--- src/rtl/pin_ctl_pkg.sv ---
package pin_ctl_pkg;

    localparam int BUS_W  = 32;
    localparam int ADDR_W = 5;
    localparam int LANES  = BUS_W / 8;

    typedef enum logic [2:0] {
        IDX_IN   = 3'd0,
        IDX_OUT  = 3'd1,
        IDX_OE   = 3'd2,
        IDX_IEN  = 3'd3,
        IDX_POL  = 3'd4,
        IDX_ALT  = 3'd5,
        IDX_CTL  = 3'd6,
        IDX_STAT = 3'd7
    } reg_idx_e;

    // control word, bit 0 is the last field
    typedef struct packed {
        logic flag;   // bit 3
        logic gie;    // bit 2
        logic fall;   // bit 1
        logic ext;    // bit 0
    } ctl_t;

    function automatic logic [BUS_W-1:0] lane_merge(
        input logic [BUS_W-1:0] old_v,
        input logic [BUS_W-1:0] new_v,
        input logic [LANES-1:0] be
    );
        logic [BUS_W-1:0] res;
        res = old_v;
        for (int b = 0; b < LANES; b++) begin
            if (be[b]) res[8*b +: 8] = new_v[8*b +: 8];
        end
        return res;
    endfunction

endpackage

--- src/rtl/pin_ctl_sync.sv ---
module pin_ctl_sync #(
    parameter int W = 33
) (
    input  logic         clk,
    input  logic         rst_n,
    input  logic [W-1:0] d,
    output logic [W-1:0] q
);
    typedef struct packed {
        logic [W-1:0] s1;
        logic [W-1:0] s2;
    } st_t;

    st_t st_d, st_q;

    always_comb begin
        st_d    = st_q;
        st_d.s1 = d;
        st_d.s2 = st_q.s1;
    end

    always_ff @(posedge clk or negedge rst_n) begin
        if (!rst_n) st_q <= '0;
        else        st_q <= st_d;
    end

    assign q = st_q.s2;
endmodule

--- src/rtl/pin_ctl_sampler.sv ---
module pin_ctl_sampler #(
    parameter int N = 32
) (
    input  logic         clk,
    input  logic         rst_n,
    input  logic [N-1:0] pin_s,
    input  logic         ext_s,
    input  logic         use_ext,
    input  logic         on_fall,
    output logic [N-1:0] in_q
);
    typedef struct packed {
        logic [N-1:0] cap;
        logic         ext_prev;
    } st_t;

    st_t  st_d, st_q;
    logic load;

    always_comb begin
        st_d          = st_q;
        st_d.ext_prev = ext_s;
        if (!use_ext)     load = 1'b1;
        else if (on_fall) load = st_q.ext_prev & ~ext_s;
        else              load = ~st_q.ext_prev & ext_s;
        if (load) st_d.cap = pin_s;
    end

    always_ff @(posedge clk or negedge rst_n) begin
        if (!rst_n) st_q <= '0;
        else        st_q <= st_d;
    end

    assign in_q = st_q.cap;

    // in external mode, no clock transition means no capture
    p_hold_no_edge_r4: assert property (@(posedge clk) disable iff (!rst_n)
        (use_ext && (ext_s == st_q.ext_prev)) |=> $stable(in_q));

    // falling mode ignores a rising edge
    p_fall_ignores_rise_r5: assert property (@(posedge clk) disable iff (!rst_n)
        (use_ext && on_fall && ext_s && !st_q.ext_prev) |=> $stable(in_q));
endmodule

--- src/rtl/pin_ctl_irq.sv ---
module pin_ctl_irq #(
    parameter int N = 32
) (
    input  logic         clk,
    input  logic         rst_n,
    input  logic [N-1:0] pin_s,
    input  logic [N-1:0] ien,
    input  logic [N-1:0] pol,
    input  logic         gie,
    input  logic         stat_we,
    input  logic [N-1:0] stat_wdata,
    output logic [N-1:0] stat_q,
    output logic         hit
);
    typedef struct packed {
        logic [N-1:0] prev;
        logic [N-1:0] stat;
    } st_t;

    st_t          st_d, st_q;
    logic [N-1:0] rise, fell, ev;

    always_comb begin
        st_d      = st_q;
        rise      = pin_s & ~st_q.prev;
        fell      = ~pin_s & st_q.prev;
        ev        = ((pol & rise) | (~pol & fell)) & ien & {N{gie}};
        st_d.prev = pin_s;
        st_d.stat = (stat_we ? stat_wdata : st_q.stat) | ev;
    end

    always_ff @(posedge clk or negedge rst_n) begin
        if (!rst_n) st_q <= '0;
        else        st_q <= st_d;
    end

    assign stat_q = st_q.stat;
    assign hit    = |ev;

    // with the global enable off, status only moves by software
    p_stat_gated_r9: assert property (@(posedge clk) disable iff (!rst_n)
        (!gie && !stat_we) |=> (stat_q == $past(stat_q)));

    // steady synchronized pins set nothing new
    p_steady_quiet_r12: assert property (@(posedge clk) disable iff (!rst_n)
        ((pin_s == st_q.prev) && !stat_we) |=> (stat_q == $past(stat_q)));
endmodule

--- src/rtl/pin_ctl_top.sv ---
module pin_ctl_top
    import pin_ctl_pkg::*;
#(
    parameter int N = 32
) (
    input  logic              clk,
    input  logic              rst_n,
    input  logic              bus_sel,
    input  logic              bus_we,
    input  logic [ADDR_W-1:0] bus_addr,
    input  logic [LANES-1:0]  bus_be,
    input  logic [BUS_W-1:0]  bus_wdata,
    output logic [BUS_W-1:0]  bus_rdata,
    output logic              bus_ack,
    input  logic [N-1:0]      pin_in,
    input  logic [N-1:0]      alt_in,
    input  logic              ext_clk,
    output logic [N-1:0]      pin_out,
    output logic [N-1:0]      pin_oe_n,
    output logic              irq
);
    typedef struct packed {
        logic [N-1:0]     outr;
        logic [N-1:0]     oe;
        logic [N-1:0]     ien;
        logic [N-1:0]     pol;
        logic [N-1:0]     alt;
        ctl_t             ctl;
        logic             ack;
        logic [BUS_W-1:0] rdata;
    } regs_t;

    regs_t            r_d, r_q;
    logic [N:0]       sync_q;
    logic [N-1:0]     pin_s, in_q, stat_q;
    logic             ext_s, hit, acc, stat_we;
    logic [N-1:0]     stat_wdata;
    logic [BUS_W-1:0] rd_val, ctl_merged;
    reg_idx_e         idx;

    pin_ctl_sync #(.W(N + 1)) u_sync (
        .clk   (clk),
        .rst_n (rst_n),
        .d     ({ext_clk, pin_in}),
        .q     (sync_q)
    );
    assign pin_s = sync_q[N-1:0];
    assign ext_s = sync_q[N];

    pin_ctl_sampler #(.N(N)) u_samp (
        .clk     (clk),
        .rst_n   (rst_n),
        .pin_s   (pin_s),
        .ext_s   (ext_s),
        .use_ext (r_q.ctl.ext),
        .on_fall (r_q.ctl.fall),
        .in_q    (in_q)
    );

    pin_ctl_irq #(.N(N)) u_irq (
        .clk        (clk),
        .rst_n      (rst_n),
        .pin_s      (pin_s),
        .ien        (r_q.ien),
        .pol        (r_q.pol),
        .gie        (r_q.ctl.gie),
        .stat_we    (stat_we),
        .stat_wdata (stat_wdata),
        .stat_q     (stat_q),
        .hit        (hit)
    );

    assign acc = bus_sel & ~r_q.ack;
    assign idx = reg_idx_e'(bus_addr[ADDR_W-1:2]);

    always_comb begin
        case (idx)
            IDX_IN:   rd_val = BUS_W'(in_q);
            IDX_OUT:  rd_val = BUS_W'(r_q.outr);
            IDX_OE:   rd_val = BUS_W'(r_q.oe);
            IDX_IEN:  rd_val = BUS_W'(r_q.ien);
            IDX_POL:  rd_val = BUS_W'(r_q.pol);
            IDX_ALT:  rd_val = BUS_W'(r_q.alt);
            IDX_CTL:  rd_val = BUS_W'(r_q.ctl);
            default:  rd_val = BUS_W'(stat_q);
        endcase
    end

    always_comb begin
        r_d        = r_q;
        r_d.ack    = acc;
        stat_we    = 1'b0;
        stat_wdata = lane_merge(BUS_W'(stat_q), bus_wdata, bus_be)[N-1:0];
        ctl_merged = lane_merge(BUS_W'(r_q.ctl), bus_wdata, bus_be);
        if (acc && !bus_we) r_d.rdata = rd_val;
        if (acc && bus_we) begin
            case (idx)
                IDX_OUT:  r_d.outr = lane_merge(BUS_W'(r_q.outr), bus_wdata, bus_be)[N-1:0];
                IDX_OE:   r_d.oe   = lane_merge(BUS_W'(r_q.oe),   bus_wdata, bus_be)[N-1:0];
                IDX_IEN:  r_d.ien  = lane_merge(BUS_W'(r_q.ien),  bus_wdata, bus_be)[N-1:0];
                IDX_POL:  r_d.pol  = lane_merge(BUS_W'(r_q.pol),  bus_wdata, bus_be)[N-1:0];
                IDX_ALT:  r_d.alt  = lane_merge(BUS_W'(r_q.alt),  bus_wdata, bus_be)[N-1:0];
                IDX_CTL:  r_d.ctl  = ctl_t'(ctl_merged[3:0]);
                IDX_STAT: stat_we  = 1'b1;
                default:  ;
            endcase
        end
        if (hit) r_d.ctl.flag = 1'b1;
    end

    always_ff @(posedge clk or negedge rst_n) begin
        if (!rst_n) r_q <= '0;
        else        r_q <= r_d;
    end

    assign bus_rdata = r_q.rdata;
    assign bus_ack   = r_q.ack;
    assign pin_out   = (alt_in & r_q.alt) | (r_q.outr & ~r_q.alt);
    assign pin_oe_n  = ~r_q.oe;
    assign irq       = r_q.ctl.flag & r_q.ctl.gie;

    // a fresh request is acknowledged on the next clock
    p_ack_next_r2: assert property (@(posedge clk) disable iff (!rst_n)
        (bus_sel && !bus_ack) |=> bus_ack);

    // enables move only through their own register
    p_oe_only_by_write_r6: assert property (@(posedge clk) disable iff (!rst_n)
        !(acc && bus_we && idx == IDX_OE) |=> $stable(pin_oe_n));

    // clearing the enable and flag bits silences the request
    p_ctl_clear_drops_irq_r11: assert property (@(posedge clk) disable iff (!rst_n)
        (acc && bus_we && idx == IDX_CTL && bus_be[0] && bus_wdata[3:2] == 2'b00) |=> !irq);
endmodule

--- config.mk ---
export PLATFORM = sky130hd
export DESIGN_NAME = pin_ctl_top
export DESIGN_NICKNAME = d
export VERILOG_FILES = /design/src/rtl/pin_ctl_pkg.sv /design/src/rtl/pin_ctl_sync.sv /design/src/rtl/pin_ctl_sampler.sv /design/src/rtl/pin_ctl_irq.sv /design/src/rtl/pin_ctl_top.sv
export SDC_FILE = /design/constraint.sdc
export NUM_CORES = 1
export LEC_CHECK = 0
export ABC_CLOCK_PERIOD_IN_PS = 3510
export BUFFER_PORTS_ARGS = -buffer_cell sky130_fd_sc_hd__buf_2
export CAP_MARGIN = 15
export CORE_MARGIN = 1.5
export CORE_UTILIZATION = 64
export CTS_BUF_LIST = sky130_fd_sc_hd__clkbuf_8
export CTS_CLUSTER_SIZE = 25
export DETAILED_ROUTE_END_ITERATION = 8
export PLACE_DENSITY = 0.95
export SETUP_SLACK_MARGIN = 0.15
export SYNTH_ARGS = -nofsm -noshare
export SYNTH_HDL_FRONTEND = slang
export SYNTH_SLANG_ARGS = --single-unit
--- constraint.sdc ---
create_clock -name clk -period 3.51 [get_ports clk]
set_input_delay 1.053 -clock clk [delete_from_list [all_inputs] [get_ports clk]]
set_output_delay 1.053 -clock clk [all_outputs]
set_load 0.02 [all_outputs]
After elaboration in Yosys (flattened, before gate mapping)

Cells that the tools add are included.

Bits in registers: 360
Input port bits: 110
Word-level logic and storage cells: 106

Equality and inequality tests: 7
Multiplexer cells: 14
Bitwise logic cells: 23
Reduce and logical (&&, ||, !) cells: 30

Operators with widths:

| operator             | count |
|---|---|
| $and A32 B32 Y32     | 8 |
| $pmux W32 S7         | 1 |
| $not A32 Y32         | 5 |
| $or A32 B32 Y32      | 3 |
| $reduce_and A3 Y1    | 22 |
| $mux W32             | 1 |
| $mux W8              | 4 |
| $reduce_or A32 Y1    | 1 |
| $eq A3 B3 Y1 const B | 4 |
| $mux W4              | 3 |
| $eq A3 B2 Y1 const B | 2 |
| $reduce_bool A2 Y1   | 3 |
| $mux W1              | 5 |
| $and A1 B1 Y1        | 4 |
| $eq A3 B1 Y1 const B | 1 |
| $logic_not A3 Y1     | 1 |
| $not A1 Y1           | 3 |
| $logic_and A1 B1 Y1  | 2 |
| $logic_not A1 Y1     | 1 |

Logic depth before layout (Yosys ltp)

Gate-level depths: netlist (run 1).

Word-level depth: 9
Gate-level depth with buffers: 8

By module

From an unflattened synthesis (run 1), not the netlist that was laid out.

Cell total of the unflattened synthesis: 1608
Area total of the unflattened synthesis: 18485.2 µm²

By module, submodules not included:

| module          | times used | cells each | area an instance (µm²) | seq. area each (µm²) |
|---|---|---|---|---|
| pin_ctl_top     | 1          | 869        | 10408.7                | 4929.7 |
| pin_ctl_sampler | 1          | 365        | 3218.1                 | 825.8 |
| pin_ctl_irq     | 1          | 308        | 3206.8                 | 1601.5 |
| pin_ctl_sync    | 1          | 66         | 1651.6                 | 1651.6 |

Worst setup path before layout (run 1)

OpenSTA, ideal clock, no wires.

Kind: input-to-output
From: input alt_in[0]
To: output pin_out[0]
Data arrival time: 1358 ps
Data required time: 2457 ps
Setup slack: 1099 ps
Cell stages on the path: 1
Path buffers: 0
Cell sequence: mux2_2

Word-level cells in the longest chain between the ends: 2

RTL lines:

| element            | line               | source |
|---|---|---|
| start: declaration | pin_ctl_top.sv:16  | `input logic [N-1:0] alt_in,` |
| $and A32 B32 Y32   | pin_ctl_top.sv:118 | `assign pin_out = (alt_in & r_q.alt) \| (r_q.outr & ~r_q.alt);` |
| $or A32 B32 Y32    | pin_ctl_top.sv:118 |  |
| end: declaration   | pin_ctl_top.sv:18  | `output logic [N-1:0] pin_out,` |

No other way between the ends.

Worst setup path after layout (run 1)

From: register r_q[35] (netlist bit)
To: output irq

Word-level cells in the longest chain between the ends: 1

RTL lines:

| element                  | line               | source |
|---|---|---|
| start: declaration       | pin_ctl_top.sv:33  | `regs_t r_d, r_q;` |
| start signal: assignment | pin_ctl_top.sv:113 | `else r_q <= r_d;` |
| $and A1 B1 Y1            | pin_ctl_top.sv:120 | `assign irq = r_q.ctl.flag & r_q.ctl.gie;` |
| end: declaration         | pin_ctl_top.sv:20  | `output logic irq` |

No other way between the ends.

==> impl_results.md, run 1 <==
* Clock tree root driver cell: clkbuf_8
* VDD IR max at 349 uV
* Top post-synthesis cells by area: dfrtp_1 57%, mux2_2 14%, mux2_1 4.2%
* Pwr/cell area at between 500 and 600 nW/um2
* Vias in the first global route at 12000
* Max-slew violations at 0
* Register-to-register setup slack at 1.00 ns
* Commonest non-fill, non-tap cell in the layout: dfrtp_1
* WL met3 at ~3600 um
* Setup bufs post-CTS at 0
* Reg2reg start: r_q[35]
* Setup violators final at 0
* Most used DFF post-synth: dfrtp_1
* Cell Rows at 57
* Internal power at 0.00737 W
* Area Growth Syn to Fin at 14.3%
* Worst setup SP type: flip-flop
* Reg2reg end: r_q[36]
* # fillers at 1490
* Io pins at 208
* Hold EP: u_sync.q[32]
* Post-synth top area share at 0.572
* Hold path depth at 0
* Post-synth top area cell: dfrtp_1
* Seq cells post-synth at 360
* Die height at around 160 um
* Worst EP arrival at approximately 1.8 ns
* Drc violations at 0
* Worst Path Required at 2.46 ns
* Initial antenna violation count at 5
* Hpwl dp at 27500 um
* DR iter-0 viols at 1262
* Vias per inst at between 6 and 7
* Die width at 160 um
* Die area at 25600 um2
* Synth Cell Area at between 15000 and 20000 um2
* Hold Buf Count CTS at 0
* CTS HTree Levels at 2
* Antenna-violating nets left at 0
* Cells after Synth at 1266
* Post-CTS sizing at 0
* Core area at 24200 um2
* Synth Net Count at 1376
* Layout cell share with drive strength beyond 1 at 0.356
* Async SR Flop Fraction at 1.00
* Max Freq at 347 MHz
* Setup CP Type: reg -> out
* Initial DRT Pass Iterations at 5
* Endpoints failing hold at 0
* Num CTS Buffers at between 50 and 60
* Grt total ovfl at 0
* Vias post-DR at 11700
* Tmin final at 2.88 ns
* Clk network pwr share at 0.309
* Worst skew pair latency at between 0.5 and 0.6 ns
* Hold slack at 0.342 ns
* Sequential area share after synthesis at 0.572
* Fin area at between 15000 and 20000 um2
* Crit Path Max Fanout at 16
* Global-route wire length before repair at roughly 64000 um
* Top Layer Used: met5
* Path depth of the worst reg2reg path at 6
* Cell variety after synth at 48
* Setup ws final at 0.629 ns
* EDFF count, synth at 0
* Fin Setup TNS at 0 ns
* Clk buf depth at 3
* Starting density of the core at 0.649
* Switching share of power at 0.298
* Switching power at ~0.0031 W
* CTS sink cnt at 360
* Worst-margin pin slew at 0.817 ns
* P_leak at 8.48 nW
* Slew Limit Headroom at 0.454
* RSZ-0062 raised after global routing: false
* Placed cell areas at 17000 um2
* Dpl ws at 0.228 ns
* Port bufs at 205
* Yosys warns at 0
* Synth Area per Inst at 12.4 um2
* GPL Wtd Cong at 0.866
* Pin count of the biggest net entering global routing at 73
* Clk slew on worst S/H paths at 0.06 ns
* Status: completed
* Met2 wire length at 20700 um
* Comb pwr share at 0.189
* Final worst path period share at 0.821
* TritonCTS clock tree: done
* Met1 WL at around 16000 um
* Drt wl/cell at approximately 23 um
* Max cap viols at 0
* Hold WC Path Type: reg -> reg
* Reg power frac at 0.502
* Most frequent cells in the layout: 360 x dfrtp_1, 203 x buf_2, 189 x mux2_2, 165 x nand2_1, 68 x clkbuf_8
* Drt total wl at 41600 um
* Hold path start: u_sync.st_d[32]
* Gr usage total at 0.326
* Crit end category: primary output
* Nets at around 1600
* Clock skew at approximately 0.015 ns
==> state kept, by name, indices dropped and copies added (netlist names) <==
| signal | cells |
|---|---|
| bus_rdata | 32 |
| bus_ack | 1 |
| u_sync.q | 33 |
| r_q | 164 |
| u_irq.stat_q | 32 |
| u_samp.st_q | 1 |
| u_irq.st_q | 32 |
| u_samp.in_q | 32 |
| u_sync.st_d | 33 |
==> power groups by stage <==
| stage | combinational [W] | clock (W) | sequential (W) |
|---|---|---|---|
| 5_1_grt | 0.00213 | 0.00345 | 0.00532 |
| 4_1_cts | 0.00198 | 0.00328 | 0.00524 |
| 6_report | 0.00198 | 0.00324 | 0.00527 |
| 3_3_place_gp | 0.00185 | 0 | 0.00524 |
| 3_5_place_dp | 0.00195 | 0 | 0.00530 |
| 2_1_floorplan | 0.00142 | 0 | 0.00513 |
==> synthesized netlist by cell type (3+ instances only) <==
library cell  number
nand4_1            3
inv_1             33
or3b_2            13
o221ai_1          31
nand3_1           21
o221a_2            4
nor3_4             4
nand3b_1          38
o31ai_1            4
mux2_1            59
buf_2             15
mux4_2             3
a21oi_1           19
a22oi_1            8
a31oi_1            6
o21ai_1            4
buf_4             36
o2bb2ai_1          4
o21ai_0           33
nor2b_1            4
nand2_2            6
o211ai_1           3
a221oi_1           4
and2_1            11
buf_6              3
nor2_2             4
o22a_1             9
dfrtp_1          360
mux2i_1           29
o22ai_1           41
nand2_1          165
mux2_2           189
nor2_1            29
nand2b_1          16
clkbuf_1          27
or3b_1             6
buf_1              6
==> through the flow <==
| step | instances | power, W | utilization |
|---|---|---|---|
| 2_1_floorplan | 1266 | 0.00655 | - |
| 3_3_place_gp | 1736 | 0.00710 | 0.700 |
| 3_5_place_dp | 1736 | 0.00726 | 0.700 |
| 4_1_cts | 1822 | 0.0105 | 0.742 |
| 5_1_grt | 1824 | 0.0109 | 0.742 |
| 6_report | 1825 | 0.0105 | 0.742 |
==> how the worst max path moves through the flow <==
stage               slack (ns)    endpoint  cells after the start         from
CTS                       0.65         irq                      2      r_q[35]
detailed placement        0.23    r_q[163]                      6  bus_addr[3]
global route              0.59         irq                      2      r_q[35]
floorplan                 1.10  pin_out[0]                      1    alt_in[0]
finish                    0.63         irq                      2      r_q[35]
global placement          0.28    r_q[161]                      6  bus_addr[3]
==> critical path, stage by stage, from the launching register on <==
cell,delay [ns]
dfrtp_1,0.81
and2_1,0.26
buf_2,0.17
==> layout make-up <==
type / count / area, um2 / share of cell area
sequential: 360 / 9010 / 0.501
multi-input combinational: 786 / 6110 / 0.340
timing repair buffer: 233 / 1320 / 0.0736
clock buffer: 68 / 936 / 0.0520
tap: 324 / 405 / 0.0225
inverter: 33 / 124 / 0.00689
clock inverter: 18 / 70.1 / 0.00389
antenna: 3 / 7.51 / 0.000417
==> logic make-up after synthesis <==
group | after synthesis | share of synthesized area
AO/OA/AOI/OAI | 179 | 0.0814
multiplexers | 280 | 0.200
buffers and inverters | 120 | 0.0398
flip-flops | 360 | 0.572
AND/OR/NAND/NOR | 327 | 0.107
==> layer usage <==
| layer | vias up | GRT usage |
|---|---|---|
| met2 | 724 | 0.550 |
| li1 | 4905 | - |
| met1 | 5913 | 0.410 |
| met4 | 2 | 0.145 |
| met3 | 138 | 0.0665 |
| met5 | - | 0 |
Power figures use the tool's default switching activity.
==> inputs of run 2 (changes only) <==
- ABC_AREA: unset -> 1
- ABC_CLOCK_PERIOD_IN_PS: 3510 -> 2800
- CORE_UTILIZATION: 64 -> 60
- PLACE_DENSITY: 0.95 -> 0.94
- clock period: 3.51 -> 2.8 ns (I/O delays scaled with it)
==> run 2 against run 1 <==
  * Global-route usage is 0.36 points higher
  * Final cell count is 32% higher
  * Clock skew is 0.0093 ns higher
  * Die area is 5.9% higher
  * Flip-flop and latch count stayed put
  * Area after synthesis is 0.56% lower
  * Critical path depth is 1 higher
  * Via count is 18% higher
  * Critical path type unchanged
  * Largest power group unchanged
==> impl_results.md, run 2 <==
* Status: completed (unchanged)
* Worst Path Required at 1.96 ns (was 2.46 ns)
* Endpoints failing hold at 0 (unchanged)
* Hold Buf Count CTS at 0 (unchanged)
* Area Growth Syn to Fin at 15.5% (was 14.3%)
* Setup CP Type: reg -> out (unchanged)
* Vias in the first global route at 13600 (was 12000)
* Largest register FFs at 164 (unchanged)
* Commonest non-fill, non-tap cell in the layout: nand2_1 (was dfrtp_1)
* Die width at 165 um (was 160 um)
* Fin Setup TNS at 0 ns (unchanged)
* Cell Rows at 58 (was 57)
* Most used DFF post-synth: dfrtp_1 (unchanged)
* Clock tree root driver cell: clkbuf_8 (unchanged)
* Drt wl/cell at 18.2 um (was 22.8 um)
* Post-CTS sizing at 0 (unchanged)
* Register-to-register setup slack at 0.77 ns (was 1.00 ns)
* Global-route wire length before repair at 68600 um (was 64300 um)
* Initial antenna violation count at 0 (was 5)
* Vias post-DR at 13800 (was 11700)
* Io pins at 208 (unchanged)
* Drc violations at 0 (unchanged)
* Async SR Flop Fraction at 1.00 (unchanged)
* Post-synth top area cell: dfrtp_1 (unchanged)
* Die height at 165 um (was 160 um)
* Synth Area per Inst at 8.57 um2 (was 12.4 um2)
* Slew Limit Headroom at 0.547 (was 0.454)
* Nets at 2143 (was 1578)
* Max cap viols at 0 (unchanged)
* Synth Cell Area at 15700 um2 (about the same)
* P_leak at 9.46 nW (was 8.48 nW)
* Crit Path Max Fanout at 11 (was 16)
* Die area at 27100 um2 (was 25600 um2)
* Yosys warns at 0 (unchanged)
* CP top delay family: flip-flops (unchanged)
* RSZ-0062 raised after global routing: false (unchanged)
* Hpwl dp at 28800 um (was 27500 um)
* WL met3 at 4820 um (was 3640 um)
* Final worst path period share at 0.883
* GPL Wtd Cong at 0.912 (was 0.866)
* TritonCTS clock tree: done (unchanged)
* Synth Net Count at 1936 (was 1376)
* Port bufs at 205 (unchanged)
* Tmin final at ~2.5 ns
* Initial DRT Pass Iterations at 6 (was 5)
* Worst setup SP type: flip-flop (unchanged)
* Clock skew at 0.0240 ns (was 0.0147 ns)
* Hold WC Path Type: in -> async (was reg -> reg)
* CP peak stage delay at 0.62 ns (was 0.81 ns)
* Setup violators final at 0 (unchanged)
* Worst-margin pin slew at 0.678 ns (was 0.817 ns)
* Clk slew on worst S/H paths at 0.06 ns (about the same)
* DR iter-0 viols at 1782 (was 1262)
* Pin count of the biggest net entering global routing at 81 (was 73)
* Layout cell share with drive strength beyond 1 at 0.175 (was 0.356)
* Crit path buffers/inverters at 2 (was 1)
* Worst skew pair latency at 0.61 ns (was 0.59 ns)
* Cell Chain, Critical Path: nand2_1 > inv_1 > buf_2 (was and2_1 > buf_2)
* Gr usage total at 0.329 (was 0.326)
* Clk buf depth at 3 (unchanged)
* EDFF count, synth at 0 (unchanged)
* Most frequent cells in the layout: 551 x nand2_1, 360 x dfrtp_1, 267 x o21ai_0, 244 x inv_1, 204 x buf_2 (was 360 x dfrtp_1, 203 x buf_2, 189 x mux2_2, 165 x nand2_1, 68 x clkbuf_8)
* Final core utilization at 0.712 (was 0.742)
* Cell variety after synth at 29 (was 48)
* Sequential area share after synthesis at 0.575 (was 0.572)
* CTS sink cnt at 360 (unchanged)
* Top post-synthesis cells by area: dfrtp_1 58%, nand2_1 13%, o21ai_0 8.5% (was dfrtp_1 57%, mux2_2 14%, mux2_1 4.2%)
* Max Freq at 405 MHz
* Vias per inst at 5.76 (was 6.40)
* Largest Register: r_q (unchanged)
* CTS HTree Levels at 2 (unchanged)
* Pwr/cell area at 749 nW/um2 (was 583 nW/um2)
* VDD IR max at 531 uV (was 349 uV)
* Num CTS Buffers at 56 (was 54)
* Max-slew violations at 0 (unchanged)
* Post-synth top area share at 0.575 (was 0.572)
* Worst EP arrival at 1.63 ns (was 1.83 ns)
* Cells after Synth at 1826 (was 1266)
* Core area at 25400 um2 (was 24200 um2)
* Met2 wire length at 20700 um (about the same)
* Post-synth top cells: 551 x nand2_1, 360 x dfrtp_1, 267 x o21ai_0 (was 360 x dfrtp_1, 189 x mux2_2, 165 x nand2_1)
* Drt total wl at 43800 um (was 41600 um)
* Antenna-violating nets left at 0 (unchanged)
* Met1 WL at 16400 um (was 15700 um)
* Worst path slowest cell: dfrtp_1 (unchanged)
* Setup bufs post-CTS at 0 (unchanged)
* Grt total ovfl at 0 (unchanged)
* # fillers at 1805 (was 1490)
* Crit end category: primary output (unchanged)
* Top-count cell post-synth: nand2_1 (was dfrtp_1)
* Top Layer Used: met4 (was met5)
* Seq cells post-synth at 360 (unchanged)
* Starting density of the core at 0.616 (was 0.649)
run 2: cell count changes after synthesis, sizes merged, moves of 25 or more:
cell / previous run / this run
a21oi: 21 / 46
inv: 33 / 237
mux2: 248 / 7
mux2i: 29 / 0
nand2: 171 / 560
nand3b: 38 / 13
nor2: 33 / 111
o211ai: 3 / 32
o21ai: 37 / 280
o221ai: 31 / 1
run 2: stage by stage:
step / power (W) / instance area, um2 / std cells / setup WS [ns] / hold slack [ns]
finish: 0.0135 / 18100 / 2402 / 0.328 / 0.188
global route: 0.0142 / 18100 / 2401 / 0.271 / 0.187
CTS: 0.0135 / 18100 / 2401 / 0.310 / 0.192
detailed placement: 0.00895 / 16900 / 2305 / 0.250 / 0.335
global placement: 0.00879 / 16900 / 2305 / 0.396 / 0.331
floorplan: 0.00808 / 15700 / 1826 / 0.815 / 0.331
run 2: metal layers:
layer / GRT usage / vias to the layer above
met3: 0.0708 / 165
met2: 0.534 / 917
li1: - / 6183
met5: 0 / -
met1: 0.426 / 6574
met4: 0.152 / 0
run 2: worst reg2reg max path: cells and delay by family, from the launching register on:
family | cells | cell delay [ns]
compound gates | 1 | 0.40
flops | 1 | 0.42
simple gates | 4 | 1.08
run 2: report_power, final:
part	leakage [nW]	total, W	switching, W	internal, W
sequential	4.38	0.00651	0.000516	0.00599
clock	0.656	0.00460	0.00205	0.00256
combinational	4.42	0.00243	0.00160	0.000829
run 2: kinds of logic after synthesis:
kind of cell / count (synthesis) / share of synthesized area
AO/OA/AOI/OAI: 389 / 0.133
buffers and inverters: 333 / 0.0938
flip-flops: 360 / 0.575
multiplexers: 7 / 0.00504
AND/OR/NAND/NOR: 737 / 0.192
run 2: final cells by class:
class	instances	area [um2]	area share
clock inverters	31	264	0.0146
multi-input cells	1133	5190	0.287
inverters	237	890	0.0492
flip-flops and latches	360	9010	0.498
well taps	330	413	0.0228
diodes	1	2.50	0.000138
repair buffers	245	1410	0.0781
clock buffers	65	895	0.0495
run 2: final timing paths:
kind	startpoint	end	cells after the start
max reg2reg	bus_ack	r_q[164]	5
max	r_q[35]	irq	3
min	rst_n	u_sync.st_d[21]	1
max in group asynchronous	rst_n	u_samp.in_q[4]	2
min in group clk	pin_in[29]	u_sync.st_d[29]	1
min reg2reg	u_sync.st_d[26]	u_sync.q[26]	0
